===== config.mk =====
export PLATFORM = sky130hd
export DESIGN_NAME = mvf_scan_filter
export DESIGN_NICKNAME = d
export VERILOG_FILES = /design/src/rtl/mvf_pkg.sv /design/src/rtl/mvf_sync.sv /design/src/rtl/mvf_chan_ctr.sv /design/src/rtl/mvf_hist_ram.sv /design/src/rtl/mvf_scan_filter.sv
export SDC_FILE = /design/constraint.sdc
export NUM_CORES = 1
export LEC_CHECK = 0
export BUFFER_PORTS_ARGS = -buffer_cell sky130_fd_sc_hd__buf_2
export CORE_MARGIN = 2
export CORE_UTILIZATION = 41
export DETAILED_ROUTE_END_ITERATION = 12
export PLACE_DENSITY = 0.7
export SLEW_MARGIN = 20
export SYNTH_ARGS = -nofsm -noshare
export SYNTH_HDL_FRONTEND = slang
export SYNTH_SLANG_ARGS = --single-unit

===== constraint.sdc =====
create_clock -name clk -period 3 [get_ports clk]
set_input_delay 0.9 -clock clk [delete_from_list [all_inputs] [get_ports clk]]
set_output_delay 0.9 -clock clk [all_outputs]
set_load 0.05 [all_outputs]

===== src/rtl/mvf_pkg.sv =====
package mvf_pkg;
    // width of one history entry: three samples plus the voted bit
    localparam int unsigned HIST_W = 4;

    function automatic logic vote3(input logic [2:0] s);
        return (s[0] & s[1]) | (s[0] & s[2]) | (s[1] & s[2]);
    endfunction
endpackage


===== src/rtl/mvf_sync.sv =====
module mvf_sync #(
    parameter int unsigned WIDTH = 16
) (
    input  logic             clk,
    input  logic             rst_n,
    input  logic [WIDTH-1:0] raw_i,
    output logic [WIDTH-1:0] sync_o
);
    logic [WIDTH-1:0] sync_d, sync_q;

    always_comb begin
        sync_d = raw_i;
    end

    always_ff @(posedge clk or negedge rst_n) begin
        if (!rst_n) sync_q <= '1;
        else        sync_q <= sync_d;
    end

    assign sync_o = sync_q;

    // one register stage between the pin and the mux
    p_sync_delay_r2: assert property (@(posedge clk) disable iff (!rst_n)
        $past(rst_n) |-> sync_q == $past(raw_i));
endmodule


===== src/rtl/mvf_chan_ctr.sv =====
module mvf_chan_ctr #(
    parameter int unsigned NUM_CH = 16,
    parameter int unsigned CH_W   = 4
) (
    input  logic            clk,
    input  logic            rst_n,
    output logic [CH_W-1:0] ch_o
);
    localparam logic [CH_W-1:0] LAST = CH_W'(NUM_CH - 1);

    logic [CH_W-1:0] ch_d, ch_q;

    always_comb begin
        ch_d = (ch_q == LAST) ? '0 : ch_q + 1'b1;
    end

    always_ff @(posedge clk or negedge rst_n) begin
        if (!rst_n) ch_q <= '0;
        else        ch_q <= ch_d;
    end

    assign ch_o = ch_q;

    // strict round-robin stepping
    p_step_r1: assert property (@(posedge clk) disable iff (!rst_n)
        $past(rst_n) |-> ch_q == (($past(ch_q) == LAST) ? '0 : $past(ch_q) + 1'b1));
    p_range_r1: assert property (@(posedge clk) disable iff (!rst_n)
        ch_q <= LAST);
endmodule


===== src/rtl/mvf_hist_ram.sv =====
module mvf_hist_ram #(
    parameter int unsigned DEPTH = 16,
    parameter int unsigned AW    = 4,
    parameter int unsigned DW    = 4
) (
    input  logic          clk,
    input  logic          rst_n,
    input  logic          we_i,
    input  logic [AW-1:0] addr_i,
    input  logic [DW-1:0] wdata_i,
    output logic [DW-1:0] rdata_o
);
    logic [DW-1:0] mem_d [DEPTH];
    logic [DW-1:0] mem_q [DEPTH];

    always_comb begin
        mem_d = mem_q;
        if (we_i) mem_d[addr_i] = wdata_i;
    end

    always_ff @(posedge clk or negedge rst_n) begin
        if (!rst_n) begin
            for (int i = 0; i < DEPTH; i++) mem_q[i] <= '0;
        end else begin
            mem_q <= mem_d;
        end
    end

    assign rdata_o = mem_q[addr_i];

    // a write lands in the addressed entry
    p_write_lands_r4: assert property (@(posedge clk) disable iff (!rst_n)
        we_i |=> mem_q[$past(addr_i)] == $past(wdata_i));
    // without a write the addressed entry holds
    p_hold_r3: assert property (@(posedge clk) disable iff (!rst_n)
        !we_i |=> mem_q[$past(addr_i)] == $past(rdata_o));
endmodule


===== src/rtl/mvf_scan_filter.sv =====
module mvf_scan_filter
    import mvf_pkg::*;
#(
    parameter  int unsigned NUM_CH = 16,
    localparam int unsigned CH_W   = (NUM_CH > 1) ? $clog2(NUM_CH) : 1
) (
    input  logic              clk,
    input  logic              rst_n,
    input  logic [NUM_CH-1:0] rx_in,
    input  logic              sample_en,
    output logic [CH_W-1:0]   ch_out,
    output logic              filt_out
);
    typedef struct packed {
        logic [CH_W-1:0] ch;   // channel of the slot just taken
        logic            we;   // that slot was enabled
        logic            smp;  // inverted sample held for the channel
    } pipe_t;

    logic [NUM_CH-1:0] rx_sync;
    logic [CH_W-1:0]   ch_cur;
    logic [HIST_W-1:0] hist_rd, hist_wd;
    logic [2:0]        new3;
    pipe_t             pipe_d, pipe_q;

    mvf_sync #(.WIDTH(NUM_CH)) u_sync (
        .clk    (clk),
        .rst_n  (rst_n),
        .raw_i  (rx_in),
        .sync_o (rx_sync)
    );

    mvf_chan_ctr #(.NUM_CH(NUM_CH), .CH_W(CH_W)) u_ctr (
        .clk   (clk),
        .rst_n (rst_n),
        .ch_o  (ch_cur)
    );

    always_comb begin
        pipe_d     = pipe_q;
        pipe_d.ch  = ch_cur;
        pipe_d.we  = sample_en;
        if (sample_en) pipe_d.smp = ~rx_sync[ch_cur];
        new3       = {hist_rd[1:0], pipe_q.smp};
        hist_wd    = {vote3(new3), new3};
    end

    always_ff @(posedge clk or negedge rst_n) begin
        if (!rst_n) pipe_q <= '{ch: '0, we: 1'b0, smp: 1'b0};
        else        pipe_q <= pipe_d;
    end

    mvf_hist_ram #(.DEPTH(NUM_CH), .AW(CH_W), .DW(HIST_W)) u_hist (
        .clk     (clk),
        .rst_n   (rst_n),
        .we_i    (pipe_q.we),
        .addr_i  (pipe_q.ch),
        .wdata_i (hist_wd),
        .rdata_o (hist_rd)
    );

    assign ch_out   = pipe_q.ch;
    assign filt_out = ~(pipe_q.we ? hist_wd[HIST_W-1] : hist_rd[HIST_W-1]);

    // reported channel is the counter value one clock earlier
    p_chan_tag_r7: assert property (@(posedge clk) disable iff (!rst_n)
        $past(rst_n) |-> ch_out == $past(ch_cur));
    // an unsampled slot leaves the held sample alone
    p_smp_hold_r3: assert property (@(posedge clk) disable iff (!rst_n)
        ($past(rst_n) && !$past(sample_en)) |-> $stable(pipe_q.smp));
    // a single deviating sample cannot flip an output that the stored vote holds
    p_glitch_r8: assert property (@(posedge clk) disable iff (!rst_n)
        (pipe_q.we && hist_rd[1:0] == 2'b00) |-> filt_out);
endmodule


==> flow_metrics.py <==
metrics = {
    "logic_synthesis": {
        "yosysTopAreaCell": "dfrtp_1",
        "syn_inst": 217,
        "synth_common_cells": "58 x dfrtp_1, 27 x mux2_2, 22 x nor2_1",
        "ys_types": 30,
        "synth_area_um2": 3230,
        "async_reset_ff_frac": 1.00,
        "synth_area_leaders": "dfrtp_1 45%, dfstp_2 13%, mux2_2 9.4%",
        "ys_warn_count": 0,
        "ys.flop_type": "dfrtp_1",
        "yosysMostFrequentCell": "dfrtp_1",
        "ys_seq_elements": 74,
        "postSynthAreaPerCell_um2": 14.9,
        "seq_area_frac_synth": 0.580,
        "synth_top_area_frac": 0.450,
        "synth_edf_count": 0,
        "syn_nets": 237,
    },
    "layout": {
        "drive_gt1_frac": 0.459,
        "nNetsFinal": 274,
        "fillerInstances": 678,
        "area_growth_pct": 15.2,
        "n_antenna_cell": 0,
    },
    "drt": {
        "routed_wl_um": 6070,
        "via_per_inst": 5.31,
        "dr.pass1.iters": 4,
        "num_vias": 1918,
        "drtAntennaViolNets": 0,
        "drtIter0Drc": 153,
        "wl_per_cell_um": 16.8,
        "drc_errors": 0,
    },
    "place": {
        "io_buffers": 23,
        "gp_congestion": 0.845,
        "place_hpwl_um": 4100,
    },
    "timing": {
        "maxSlewViolCount": 0,
        "fin_skew_ps": 9.84,
        "rsz0062_at_grt": "true",
        "hold_slack_ps": 470,
        "finalCritPeriodShare": 1.06,
        "finalCriticalPeriod_ps": 3170,
        "slew_headroom": 0.449,
        "final-hold-violation-count": 0,
        "finalSetupViolations": 1,
        "timing.fmax_mhz": 315,
        "setup_ws_ps": -171,
        "tightest_slew_ps": 811,
    },
    "worst_setup_path": {
        "crit_arrival_ps": 2270,
        "worst_path_max_delay_cell": "mux4_1",
        "start_kind": "register",
        "cp_max_fo": 7,
        "cp_cell_sequence": "buf_4 > mux4_1 > mux2i_4 > maj3_2 > o221a_4 > buf_8",
        "worst_setup_path_end_kind": "output pin",
        "path_class": "register to output pin",
        "max_stage_delay_ps": 600,
        "crit_buf_inv": 2,
        "worstPathRequired_ps": 2100,
        "critPathTopFamily": "multiplexers",
    },
    "floorplan": {
        "dieArea_um2": 8600,
        "fp-row-count": 32,
        "dieHeight_um": 92.7,
        "core_area_um2": 7690,
        "initial_utilization": 0.420,
        "ios": 24,
        "die_x_um": 92.7,
    },
    "clocking": {
        "holdBufCountCts": 0,
        "path_clk_slew_ps": 80,
        "clk_latency_ps": 350,
        "cts_root_buf": "clkbuf_8",
        "clk_path_buf_depth": 2,
        "cts-htree-levels": 3,
        "tritoncts": "built",
        "cts_buffers": 9,
        "cts_sinks": 74,
    },
    "global_routing": {
        "grt_pass1_vias": 2050,
        "grt_usage": 0.166,
        "grt_pass1_wl_um": 10800,
        "grt_max_degree": 75,
        "antenna_found_initial": 0,
        "gr-total-overflow": 0,
    },
    "run_status": {
        "violations": "negative setup slack",
        "status": "finished, violations left",
    },
    "pwr": {
        "power.total_mw": 2.13,
        "p_per_area_nw_per_um2": 573,
        "p_leak_nw": 1.58,
        "ir_drop_v": 0.000347,
    },
    "job": {
        "drv_cap": 0,
    },
    "worst_hold_path": {
        "hp-class": "register to register",
    },
}
registers in the layout, summed over array words and instances (netlist names):
signal and cells:
u_sync.sync_o 16, u_ctr.ch_o 4, hist_wd 1, ch_out 4, pipe_q 1, u_hist.mem_q 48
worst paths after layout:
check | start | to | slack, ps | cells after the start
worst max-delay path | ch_out[0] | filt_out | -170 | 6
worst min-delay path | u_ctr.ch_o[3] | ch_out[3] | 470 | 0
worst max register to register | ch_out[0] | u_hist.mem_q[1] | 800 | 6
worst min register to register | u_ctr.ch_o[3] | ch_out[3] | 470 | 0
max in group asynchronous | rst_n | u_sync.sync_o[4] | 2080 | 2
min in group asynchronous | rst_n | u_hist.mem_q[0] | 550 | 2
layout make-up:
| cell class | instances | area [µm²] | area share |
|---|---|---|---|
| Clock buffer | 11 | 163 | 0.0437 |
| Inverter | 4 | 15.0 | 0.00404 |
| Multi-Input combinational cell | 129 | 1250 | 0.337 |
| Clock inverter | 5 | 43.8 | 0.0118 |
| Timing Repair Buffer | 36 | 243 | 0.0653 |
| Sequential cell | 74 | 1870 | 0.504 |
| Tap cell | 102 | 128 | 0.0343 |
through the flow:
step | area [µm²] | cells | setup TNS (ps) | setup slack [ps] | util
floorplan | 3240 | 217 | -10.6 | -10.6 | -
global placement | 3490 | 341 | 0 | 0.308 | 0.454
detailed placement | 3490 | 341 | -38.9 | -38.9 | 0.454
CTS | 3710 | 361 | -175 | -175 | 0.483
global route | 3720 | 361 | -275 | -275 | 0.484
finish | 3720 | 361 | -171 | -171 | 0.484
power by group:
part | internal [mW] | total, mW | leakage, nW | switching, mW
logic | 0.119 | 0.224 | 0.594 | 0.105
registers | 1.09 | 1.14 | 0.880 | 0.0480
clock network | 0.382 | 0.767 | 0.105 | 0.386
total | 1.59 | 2.13 | 1.58 | 0.539
metal layers:
| layer | vias up | GRT usage | part of all wire |
|---|---|---|---|
| met5 | - | 0 | 0 |
| met4 | 0 | 0.0588 | 0.023 |
| met3 | 15 | 0.0537 | 0.045 |
| met2 | 55 | 0.255 | 0.48 |
| met1 | 983 | 0.222 | 0.45 |
| li1 | 865 | - | - |
cell usage in the layout (no fill, tap or decap), drive strengths merged, types with 3 or more instances in the layout:
master,count
mux2i,7
dfrtp,58
nor2,22
buf,36
clkbuf,11
dfstp,16
nand2b,7
mux2,27
clkinv,4
nand3b,3
mux4,18
nand2,10
o21ai,7
a21oi,14
inv,5
what timing repair did:
action,CTS,global route
endpoints found under the hold margin,0,0
resized for setup,11,1
setup endpoints to repair,1,1
buffers inserted,4,0
pin swaps,2,2
worst register-to-register path: cells and delay by family, from the launching register on:
family | cells | cell delay, ps
mux | 4 | 1390
buf+inv | 2 | 320
flops | 1 | 430
kinds of logic after synthesis:
| kind of cell | synth area share |
|---|---|
| flops | 0.580 |
| mux | 0.262 |
| simple gates | 0.0667 |
| compound gates | 0.0500 |
| buf+inv | 0.0279 |
| fa+ha+maj | 0.0109 |
| xor+xnor | 0.00271 |
(Power assumes the default switching activity.)
